### config.mk
export PLATFORM = sky130hd
export DESIGN_NAME = twin_pred_seq
export DESIGN_NICKNAME = d
export VERILOG_FILES = /design/src/rtl/tps_pkg.sv /design/src/rtl/tps_window.sv /design/src/rtl/tps_finder.sv /design/src/rtl/twin_pred_seq.sv
export SDC_FILE = /design/constraint.sdc
export NUM_CORES = 1
export LEC_CHECK = 0
export ABC_AREA = 1
export BUFFER_PORTS_ARGS = -buffer_cell sky130_fd_sc_hd__buf_2
export CAP_MARGIN = 15
export CORE_UTILIZATION = 52
export CTS_CLUSTER_DIAMETER = 200
export DETAILED_ROUTE_END_ITERATION = 8
export PLACE_DENSITY = 0.75
export RECOVER_POWER = 50
export SYNTH_ARGS = -nofsm -noshare
export SYNTH_HDL_FRONTEND = slang
export SYNTH_HIERARCHICAL = 1
export SYNTH_SLANG_ARGS = --single-unit
### constraint.sdc
create_clock -name clk -period 3.94 [get_ports clk]
set_input_delay 0.197 -clock clk [delete_from_list [all_inputs] [get_ports clk]]
set_output_delay 0.197 -clock clk [all_outputs]
set_load 0.01 [all_outputs]
### src/rtl/tps_pkg.sv
// Shared types for the twin-predicated element sequencer.
// Assumes a 2-bit mode field; both upper codes select twin predication.
package tps_pkg;
    typedef enum logic [1:0] {
        PM_NONE   = 2'b00,
        PM_SINGLE = 2'b01,
        PM_TWIN   = 2'b10,
        PM_TWIN2  = 2'b11
    } pmode_e;
endpackage

### src/rtl/tps_window.sv
// Usable-element window: keeps mask bits at or above the current position
// and below the vector length. Assumes ptr and vl never exceed MAXVL.
module tps_window #(
    parameter int MAXVL = 16,
    parameter int VLW   = $clog2(MAXVL + 1)
) (
    input  logic [MAXVL-1:0] mask,
    input  logic [VLW-1:0]   ptr,
    input  logic [VLW-1:0]   vl,
    output logic [MAXVL-1:0] win
);
    for (genvar i = 0; i < MAXVL; i++) begin : g_bit
        localparam logic [VLW-1:0] IV = VLW'(i);
        // gate one element by position range
        assign win[i] = mask[i] && (IV >= ptr) && (IV < vl);
    end
endmodule

### src/rtl/tps_finder.sv
// Lowest-set-bit finder over the usable window.
// Assumes IW bits are enough to index MAXVL elements.
module tps_finder #(
    parameter int MAXVL = 16,
    parameter int IW    = $clog2(MAXVL)
) (
    input  logic [MAXVL-1:0] vec,
    output logic             found,
    output logic [IW-1:0]    idx
);
    // priority encode toward bit 0
    always_comb begin
        idx = '0;
        for (int i = MAXVL - 1; i >= 0; i--) begin
            if (vec[i]) idx = IW'(i);
        end
    end

    assign found = |vec;
endmodule

### src/rtl/twin_pred_seq.sv
// Twin-predicated element sequencer. It steps source and destination indices
// through separate masks, issues one element per cycle, and can stop early on
// a datapath test hit. Assumes test_hit is valid in the cycle of issue_valid.
module twin_pred_seq
    import tps_pkg::*;
#(
    parameter int MAXVL = 16,
    parameter int VLW   = $clog2(MAXVL + 1),
    parameter int IW    = $clog2(MAXVL)
) (
    input  logic             clk,
    input  logic             rst_n,
    input  logic             start,
    input  logic [VLW-1:0]   vl_in,
    input  logic [MAXVL-1:0] src_mask,
    input  logic [MAXVL-1:0] dst_mask,
    input  logic [1:0]       pred_mode,
    input  logic             ff_en,
    input  logic             test_hit,
    output logic             busy,
    output logic             issue_valid,
    output logic [IW-1:0]    issue_src_idx,
    output logic [IW-1:0]    issue_dst_idx,
    output logic             done,
    output logic [VLW-1:0]   vl_out,
    output logic             ff_fired
);
    localparam logic [VLW-1:0] VL_MAX = VLW'(MAXVL);

    logic             busy_q;
    logic [VLW-1:0]   vl_q;
    logic [MAXVL-1:0] smask_q, dmask_q;
    pmode_e           mode_q;
    logic             ff_q;
    logic [VLW-1:0]   sptr_q, dptr_q;
    logic             done_q, ff_fired_q;
    logic [VLW-1:0]   vl_out_q;

    pmode_e           mode_in;
    logic [VLW-1:0]   vl_clamp;
    logic [MAXVL-1:0] eff_smask, eff_dmask;
    logic [MAXVL-1:0] swin, dwin;
    logic             s_found, d_found;
    logic [IW-1:0]    s_idx, d_idx;

    assign mode_in  = pmode_e'(pred_mode);
    assign vl_clamp = (vl_in > VL_MAX) ? VL_MAX : vl_in;

    // resolve the effective masks for the selected predication mode
    always_comb begin
        case (mode_in)
            PM_NONE: begin
                eff_smask = '1;
                eff_dmask = '1;
            end
            PM_SINGLE: begin
                eff_smask = src_mask;
                eff_dmask = src_mask;
            end
            default: begin
                eff_smask = src_mask;
                eff_dmask = dst_mask;
            end
        endcase
    end

    tps_window #(.MAXVL(MAXVL), .VLW(VLW)) u_swin (
        .mask(smask_q), .ptr(sptr_q), .vl(vl_q), .win(swin)
    );
    tps_window #(.MAXVL(MAXVL), .VLW(VLW)) u_dwin (
        .mask(dmask_q), .ptr(dptr_q), .vl(vl_q), .win(dwin)
    );
    tps_finder #(.MAXVL(MAXVL), .IW(IW)) u_sfind (
        .vec(swin), .found(s_found), .idx(s_idx)
    );
    tps_finder #(.MAXVL(MAXVL), .IW(IW)) u_dfind (
        .vec(dwin), .found(d_found), .idx(d_idx)
    );

    assign issue_valid   = busy_q && s_found && d_found;
    assign issue_src_idx = s_idx;
    assign issue_dst_idx = d_idx;
    assign busy          = busy_q;
    assign done          = done_q;
    assign vl_out        = vl_out_q;
    assign ff_fired      = ff_fired_q;

    // loop control: capture, advance, and finish
    always_ff @(posedge clk) begin
        if (!rst_n) begin
            busy_q     <= 1'b0;
            vl_q       <= '0;
            smask_q    <= '0;
            dmask_q    <= '0;
            mode_q     <= PM_NONE;
            ff_q       <= 1'b0;
            sptr_q     <= '0;
            dptr_q     <= '0;
            done_q     <= 1'b0;
            vl_out_q   <= '0;
            ff_fired_q <= 1'b0;
        end else begin
            done_q <= 1'b0;
            if (!busy_q) begin
                if (start) begin
                    if (vl_clamp == '0) begin
                        done_q     <= 1'b1;
                        vl_out_q   <= '0;
                        ff_fired_q <= 1'b0;
                    end else begin
                        busy_q  <= 1'b1;
                        vl_q    <= vl_clamp;
                        smask_q <= eff_smask;
                        dmask_q <= eff_dmask;
                        mode_q  <= mode_in;
                        ff_q    <= ff_en;
                        sptr_q  <= '0;
                        dptr_q  <= '0;
                    end
                end
            end else if (issue_valid) begin
                if (ff_q && test_hit) begin
                    busy_q     <= 1'b0;
                    done_q     <= 1'b1;
                    vl_out_q   <= VLW'(d_idx);
                    ff_fired_q <= 1'b1;
                end else begin
                    sptr_q <= VLW'(s_idx) + VLW'(1);
                    dptr_q <= VLW'(d_idx) + VLW'(1);
                end
            end else begin
                busy_q     <= 1'b0;
                done_q     <= 1'b1;
                vl_out_q   <= vl_q;
                ff_fired_q <= 1'b0;
            end
        end
    end
endmodule


# == After elaboration in Yosys (flattened, before gate mapping) ==
# Cells that the tools add are included.
# W data, S select, Z words.
# totals
regBits,56
inputBits,44
output_inout_bits,17
wordCells,207
# op_classes
reduce_logical,76
mux,63
n_eq_ne,5
addsub,2
order_cmp,49
bitwise_logic,2
# ops
cell,n
$mux W4,32
$ge A4 B5 Y1 const A,16
$mux W5,14
$logic_and A1 B1 Y1,67
$ge A3 B5 Y1 const A,8
$lt A4 B5 Y1 const A,8
$pmux W16 S2,1
$reduce_or A16 Y1,2
$ge A1 B5 Y1 const A,4
$ge A2 B5 Y1 const A,4
$lt A3 B5 Y1 const A,4
$mux W16,1
$mux W1,15
$add A4 B1 Y5 const B,2
$lt A1 B5 Y1 const A,2
$lt A2 B5 Y1 const A,2
$ne A2 B2 Y1 const B,3
$reduce_and A3 Y1,2
$gt A5 B5 Y1 const B,1
$logic_not A5 Y1,1
$reduce_and A4 Y1,1
$reduce_bool A2 Y1,2
$ne A3 B2 Y1 const B,1
$eq A2 B1 Y1 const B,1
other kinds (2),3

# == Depth between registers and ports, before layout ==
# Gate-level depths: netlist of the first run.
# depth
word_depth,23
depth_mapped,25

# == Cells and area by module ==
# Netlist of the first run, hierarchy kept.
# by_module_without_submodules
mod,area_per_inst_um2,n_inst,cells_each
twin_pred_seq,2280.9,1,305
tps_window,369.1,2,81
tps_finder,209.0,2,49

# == Worst setup path after synthesis of the first run ==
# OpenSTA, ideal clock, no wires.
# synth_path
path_type,register to register
from,register vl_q[2]
to,register dptr_q[4]
path_stages_with_launch,17
path_slack_ns,1.501
arrival_ns,2.375
path_buffers,0
synth_period_minus_slack_ns,2.439
path_cell_list,dfxtp_1 nand2_1 inv_1 a31oi_1 nor2_1 or2_1 nand3_1 nand3_1 nand3_1 nand3_1 a21oi_1 nor3_1 ha_1 nand2_1 nor3_1 nor2_1 nor2_1
# synth_lines
element,line_no,source
start: declaration,twin_pred_seq.sv:31,logic [VLW-1:0] vl_q;
start signal: assignment,twin_pred_seq.sv:112,vl_q <= vl_clamp;
$lt A4 B5 Y1,tps_window.sv:15,assign win[i] = mask[i] && (IV >= ptr) && (IV < vl);
$logic_and A1 B1 Y1,tps_window.sv:15,
net dwin[14],twin_pred_seq.sv:42,"logic [MAXVL-1:0] swin, dwin;"
$mux W4 (15 in a row),tps_finder.sv:15,if (vec[i]) idx = IW'(i);
net issue_dst_idx[1],twin_pred_seq.sv:23,"output logic [IW-1:0] issue_dst_idx,"
$add A4 B1 Y5,twin_pred_seq.sv:129,dptr_q <= VLW'(d_idx) + VLW'(1);
$mux W5,twin_pred_seq.sv:122,if (ff_q && test_hit) begin
$mux W5,twin_pred_seq.sv:121,end else if (issue_valid) begin
$mux W5,twin_pred_seq.sv:104,if (!busy_q) begin
end signal: assignment,twin_pred_seq.sv:129,
end: declaration,twin_pred_seq.sv:35,"logic [VLW-1:0] sptr_q, dptr_q;"
# The timed path passes the listed nets, and every way through them passes these cells. The select of a mux whose other input is x is not followed.
# A chain may end at the register's enable or synchronous reset.

# == Worst setup path after layout of the first run ==
# layout_path
from,register vl_q[2]
to,register dptr_q[4]
# layout_lines
element,line_no
$lt A4 B5 Y1 *,tps_window.sv:15
$logic_and A1 B1 Y1 *,tps_window.sv:15
net dwin[14],twin_pred_seq.sv:42
$mux W4 (15 in a row),tps_finder.sv:15
$add A4 B1 Y5,twin_pred_seq.sv:129
$mux W5,twin_pred_seq.sv:122
$mux W5,twin_pred_seq.sv:121
$mux W5,twin_pred_seq.sv:104
# The timed path passes the listed nets; every way through them passes the cells marked *. The select of a mux whose other input is x is not followed.

==> results of run 1 <==
[Yosys cell counts, types with 6 or more instances]
cell type,n
buf_2,7
o21ai_0,37
inv_2,21
dfxtp_1,56
inv_1,50
nor2_1,103
o21ai_1,8
a21oi_1,28
nand2_1,116
nand2_2,6
nand3_1,45
o22ai_1,16
nor3_1,25
clkbuf_1,6
[metal layers]
layer,track usage [%],wire (um)
met5,0,0
met4,8.15,149
met3,3.58,491
met2,49.7,4690
met1,39.2,4470
[tightest hold or removal path, delay by kind of cell]
family | cells | cell delay, ns
and+or+nand+nor | 2 | 0.13
buffers and inverters | 1 | 0.09
[logic make-up (layout without fill, tap and decap cells)]
group                    count (synthesis)  in the layout  synth area share (%)
buffers and inverters                   88            141                  10.2
flip-flops                              56             56                  32.6
adder cells (fa/ha/maj)                  2              2                 0.728
AO/OA/AOI/OAI                           99             99                  15.7
AND/OR/NAND/NOR                        320            320                  40.8
[power groups by stage]
stage	clock network, mW	logic [mW]	registers [mW]
final	0.331	0.426	0.657
after global routing	0.360	0.484	0.662
after CTS	0.336	0.423	0.656
after detailed placement	0	0.420	0.669
after global placement	0	0.417	0.668
after floorplan	0	0.307	0.653
[per-stage QoR]
stage               total power [mW]  utilization [%]  std cells  area, um^2
floorplan                      0.960                -        565        3440
global placement                1.09             59.2        687        3760
detailed placement              1.09             59.2        687        3760
CTS                             1.41             60.7        695        3860
global route                    1.51             60.6        695        3840
finish                          1.41             60.6        695        3840
[area by class of cell]
type,count,area (um^2),area share [%]
clock inverter,2,13.8,0.358
clock buffer,6,82.6,2.15
timing repair buffer,60,290,7.55
multi-input combinational,421,1960,51.1
tap,77,96.3,2.51
sequential,56,1120,29.2
inverter,73,277,7.19
[registers in the layout, summed over array words and instances, names as in the netlist]
register and flops:
ff_q 1, vl_q 5, vl_out 5, dptr_q 5, done 1, smask_q 16
busy 1, dmask_q 16, ff_fired 1, sptr_q 5
[path summary, 6_finish.rpt]
| kind | depth (start not counted) | to | slack [ns] |
|---|---|---|---|
| worst min register to register | 2 | vl_out[1] | 0.47 |
| worst max-delay path | 16 | dptr_q[4] | 1.11 |
| worst max register to register | 16 | dptr_q[4] | 1.11 |
| worst min-delay path | 3 | smask_q[15] | 0.14 |
[layout by cell type (no fill, tap or decap), types with 3 or more instances in the layout]
cell and count:
clkbuf_8 6, o21ai_0 40, nand2_1 117, inv_2 20
clkbuf_1 8, nor2_2 4, buf_2 52, nor3_2 4
a21oi_1 28, and3_1 4, or2_1 3, nand2_2 5
o22ai_1 16, inv_1 51, nor3_1 25, nand4_1 4
dfxtp_1 56, o211ai_1 4, o21ai_1 5, nor2_1 103
nand3_1 45
==> flow_summary_export.csv, run 1 <==
group,metric,value,unit
outcome,status,"finished clean",
clock_network,path_clk_slew,0.10,ns
placed_design,io_buffer_count,60,
clock_network,cts_tree,"built",
drt,drc_errors,0,
setup_path,max_stage_delay,0.65,ns
power,swShare,36.1,%
drt,dr_total_vias,3807,
clock_network,numCtsBuffers,5,
power,p_leak,1.73,nW
final_layout,nNetsFinal,663,
setup_path,startpoint_type,"flip-flop",
clock_network,cts_root_buffer,"clkbuf_8",
clock_network,clock-sinks,56,
clock_network,htree_levels,2,
sta,setup_tns,0,ns
clock_network,cts_setup_buffers,0,
final_layout,antenna-diode-count,0,
synth,synthDominantAreaCellType,"dfxtp_1",
drt,wl_per_cell,14.1,um
clock_network,cts-hold-fix-buffers,0,
floorplanning,die_h,83.3,um
floorplanning,core-area,0.00635,mm^2
floorplanning,start_util,54.1,%
drt,wl,9800,um
synth,synth_edf_count,0,
placed_design,dp_hpwl,7610,um
setup_path,end_kind,"flip-flop",
placed_design,post-place-ws,1.15,ns
grt,grt_usage,29.3,%
grt,grt_pass1_vias,3465,
grt,grt_max_degree,55,
synth,synth_nets,611,
drt,drtPass1Iterations,5,
placed_design,globalplace.congestion,0.953,
sta,hold_viol,0,
sta,tightest_slew,1.35,ns
setup_path,critPathKind,"reg -> reg",
synth,synth-main-ff-cell,"dfxtp_1",
synth,async_flop_share,0,%
drt,via_per_inst,5.48,
clock_network,clock_path_buffers,2,
sta,rsz0062_at_grt,"false",
setup_path,path_delay_family,"simple AND/OR/NAND/NOR gates",
power,seqPwrFrac,46.5,%
drt,detail-route-antenna-nets,0,
sta,fin_worst_skew,0.00487,ns
job,cap_viol_max_count,0,
setup_path,crit_path_max_fanout,14,
sta,period_share,71.8,%
grt,antenna_found_initial,0,
synth,netlist_area,0.00344,mm^2
synth,synth-seq-area-share,32.6,%
drt,drt-initial-drc-count,269,
synth,synth_area_per_cell,6.08,um^2
clock_network,cts_resized,0,
floorplanning,io-pin-count,61,
synth,yosys_warnings,6,
sta,layout_setup_ws,1.11,ns
grt,overflow,0,
power,power.clock.fraction,23.4,%
synth,ys_top_cells_by_area,"dfxtp_1, nand2_1, nor2_1",
sta,max_slew_margin,9.73,%
synth,syn-instance-count,565,
power,power_frac_comb,30.1,%
power,switchingPower,0.511,mW
floorplanning,die-area,0.00694,mm^2
final_layout,drive_gt1_share,16.2,%
floorplanning,core.rowCount,29,
hold_path,hp-class,"in -> reg",
setup_path,critPathLaunch,"vl_q[2]",
synth,synth_seq_cells,56,
setup_path,crit_chain,"nand2_1, inv_1, a31oi_1, nor2_1, or2_1, nand3_1, nand3_1, nand3_1, nand3_1, a21oi_1, nor3_1, ha_1, nand2_1, nor3_1, nor2_1, nor2_1",
hold_path,worstHoldStart,"src_mask[15]",
power,p_per_area,368,mW/mm^2
setup_path,cp.required,4.19,ns
synth,yosysUniqueCellTypes,32,
power,peakVddDrop,0.268,mV
sta,timing.fmax,354,MHz
sta,period_needed,2.83,ns
sta,maxSlewViolCount,0,
sta,setup_viol_count_final,0,
grt,grt_pass1_wl,16500,um
floorplanning,die_w,83.3,um
final_layout,syn_to_final_growth,11.9,%
synth,synth_top_area_share,32.6,%
sta,whs,0.139,ns
clock_network,worstSkewPairLatency,0.31,ns
setup_path,worstPathArrival,3.08,ns
power,p_int,0.903,mW
final_layout,fillCellCount,673,
setup_path,cp_common_cell,"nand3_1",
setup_path,critical-path-slowest-cell,"dfxtp_1",
setup_path,r2r_start,"vl_q[2]",
setup_path,critPathBufInv,1,
No activity file was read; power rests on OpenSTA's default activity.
==> run 2, diff against run 1 <==
Settings changed: ABC_AREA 1 to 0, CORE_UTILIZATION 52 to 51, PLACE_DENSITY 0.75 to 0.77.
Clock period 3.94 ns to 2.6 ns, I/O delays scaled along.
==> run 2 against run 1 <==
The flow now finishes with violations (DRC, setup timing). Critical path depth decreased by 7. Critical path type is now reg -> out. First-iteration DRC count grew 37%. Combinational power grew 70%. Non-clock buffer count rose by 62. Largest power group unchanged. Utilization rose by 8.4 points. Final cell count down 11%. Global-route usage rose by 1.8 points. Sequential share of layout area decreased by 3.4 points.
==> flow_summary_export.csv, run 2 <==
group,metric,value,unit
outcome,status,"complete, but fails checks",
outcome,violations,"DRC, setup timing",
sta,timing.fmax,375,MHz
synth,synth_most_common_cell,"nand2_1",
grt,grt_pass1_wl,17400,um
sta,fin_worst_skew,0.0139,ns
sta,tightest_slew,0.812,ns
drt,via_per_inst,6.39,
floorplanning,core-area,0.00642,mm^2
floorplanning,die_h,84.1,um
setup_path,r2r-end,"vl_out[1]",
power,p_int,1.45,mW
final_layout,fillCellCount,512,
synth,synth-seq-area-share,32.6,%
clock_network,cts_tree,"built",
synth,yosys_warnings,6,
grt,grt_max_degree,50,
placed_design,globalplace.congestion,1.03,
power,peakVddDrop,0.291,mV
synth,synth_nets,493,
drt,drtPass1Iterations,7,
power,seqPwrFrac,43.9,%
drt,wl,11600,um
floorplanning,die-area,0.00707,mm^2
power,swShare,35.5,%
clock_network,cts-hold-fix-buffers,0,
placed_design,dp_hpwl,7940,um
hold_path,hp-class,"in -> reg",
power,p_per_area,507,mW/mm^2
floorplanning,core.rowCount,29,
setup_path,worstPathArrival,2.54,ns
setup_path,critPathKind,"reg -> out",
floorplanning,io-pin-count,61,
drt,drc_errors,4,
sta,rsz0062_at_grt,"true",
setup_path,rr_worst_depth,11,
synth,synth_top_area_share,32.6,%
grt,overflow,0,
floorplanning,die_w,84.1,um
clock_network,clock-sinks,56,
drt,drt-initial-drc-count,368,
hold_path,hold_path_depth,3,
setup_path,r2r_start,"vl_q[2]",
sta,period_needed,2.67,ns
final_layout,final_cell_mix,"nand2_1, buf_4, buf_2",
synth,netlist_area,0.00344,mm^2
clock_network,htree_levels,2,
power,switchingPower,0.796,mW
power,power.clock.fraction,23.8,%
sta,maxSlewViolCount,0,
floorplanning,start_util,53.5,%
synth,synth_area_per_cell,7.69,um^2
synth,async_flop_share,0,%
synth,synth_seq_cells,56,
setup_path,cp.required,2.47,ns
clock_network,path_clk_slew,0.12,ns
synth,yosysUniqueCellTypes,53,
drt,dr_total_vias,3974,
sta,hold_viol,0,
sta,layout_setup_ws,-0.0663,ns
sta,max_slew_margin,45.9,%
sta,period_share,103,%
final_layout,drive_gt1_share,32.5,%
setup_path,end_kind,"primary output",
synth,synthDominantAreaCellType,"dfxtp_1",
grt,antenna_found_initial,0,
power,power_frac_comb,32.3,%
grt,grt_pass1_vias,3605,
hold_path,hold-path-endpoint,"ff_q",
setup_path,crit_path_max_fanout,8,
sta,setup_viol_count_final,4,
synth,syn-instance-count,447,
final_layout,final_common_cell,"nand2_1",
setup_path,ff2ff_setup_slack,-0.01,ns
final_layout,reg.largest.list,"dmask_q: 16 flops, smask_q: 16 flops",
final_layout,nNetsFinal,590,
final_layout,fin_area,0.00443,mm^2
synth,ys_top_cells_by_area,"dfxtp_1, nand2_1, nand3_1",
clock_network,worstSkewPairLatency,0.33,ns
clock_network,cts_root_buffer,"clkbuf_8",
placed_design,post_dp_cell_area,0.00396,mm^2
job,cap_viol_max_count,0,
sta,whs,0.0251,ns
power,p_leak,1.79,nW
placed_design,io_buffer_count,60,
placed_design,post-place-ws,-0.00357,ns
synth,synth_edf_count,0,
final_layout,syn_to_final_growth,28.8,%
grt,grt_usage,31.1,%
drt,detail-route-antenna-nets,0,
clock_network,clock_path_buffers,2,
synth,synth-main-ff-cell,"dfxtp_1",
clock_network,numCtsBuffers,5,
setup_path,startpoint_type,"flip-flop",
hold_path,worstHoldStart,"ff_en",
final_layout,antenna-diode-count,0,
synth,synth_commonest_cells,"nand2_1, dfxtp_1, nand3_1",
drt,wl_per_cell,18.6,um
[run 2: changes by cell type after synthesis, moves of 6 or more]
cell,delta
o21ai_1,+6
nor2_1,-74
buf_2,+6
o311a_1,+6
a31oi_1,+6
o221ai_1,+16
buf_6,+6
inv_2,-20
nor3_1,-6
nand3_1,-7
nand2_1,-49
o21ai_0,-21
inv_1,-40
[run 2: routing by layer]
layer  GRT usage [%]  vias to the layer above  wire length, um
met3            5.74                       48              966
met4            10.3                        0              332
met2            51.0                      252             5400
li1                -                     1852                -
met5               0                        -                0
met1            41.1                     1822             4890
[run 2: cell families after synthesis]
| family | synth area share [%] |
|---|---|
| DFF | 32.6 |
| and+or+nand+nor | 30.2 |
| xor gates and xnor gates | 1.02 |
| buffers and inverters | 7.68 |
| muxes | 1.16 |
| adders and majority gates | 0.728 |
| AOI/OAI and AO/OA | 26.6 |
[run 2: per-stage QoR]
| step | power, mW | TNS (ns) | util [%] | instances |
|---|---|---|---|---|
| 2_1_floorplan | 1.36 | 0 | - | 447 |
| 3_3_place_gp | 1.57 | 0 | 61.7 | 598 |
| 3_5_place_dp | 1.59 | -0.00357 | 61.7 | 598 |
| 4_1_cts | 2.16 | 0 | 66.3 | 618 |
| 5_1_grt | 2.33 | -1.10 | 68.9 | 622 |
| 6_report | 2.24 | -0.0847 | 68.9 | 622 |
[run 2: power groups by stage]
stage               clock network [mW]  logic [mW]  registers, mW
finish                           0.534       0.724          0.983
global placement                     0       0.576          0.996
floorplan                            0       0.389          0.975
global route                     0.567       0.776          0.988
CTS                              0.525       0.655          0.979
detailed placement                   0       0.589          0.999
[run 2: critical path: stages (launching register included)]
cell and delay [ns]:
dfxtp_4 0.38, buf_4 0.16, a21o_1 0.19, o311a_4 0.34, nor2_4 0.14, nand3_1 0.17, or3_4 0.39, and3_4 0.21
buf_6 0.12, buf_6 0.11
[run 2: worst max path at each step]
stage	from	end	slack [ns]
floorplan	vl_q[4]	dptr_q[2]	0.13
global placement	vl_q[1]	vl_out[0]	0.09
detailed placement	vl_q[3]	dptr_q[2]	-0.004
CTS	vl_q[1]	sptr_q[3]	0.006
global route	vl_q[2]	issue_valid	-0.12
finish	vl_q[2]	issue_valid	-0.07
[run 2: what timing repair did]
item                       CTS  global route
buffers inserted            12             3
pin swaps                    8            12
setup endpoints to repair   12            26
gates cloned                 0             1
gates resized for setup     27            32
[run 2: area by class of cell]
type                       instances  area (um^2)  area share (%)
clock buffer                       5         68.8            1.55
clock inverter                     3         26.3           0.594
inverter                          11         41.3           0.933
multi-input combinational        348         2280            51.4
sequential                        56         1140            25.7
tap                               77         96.3            2.18
timing repair buffer             122          778            17.6
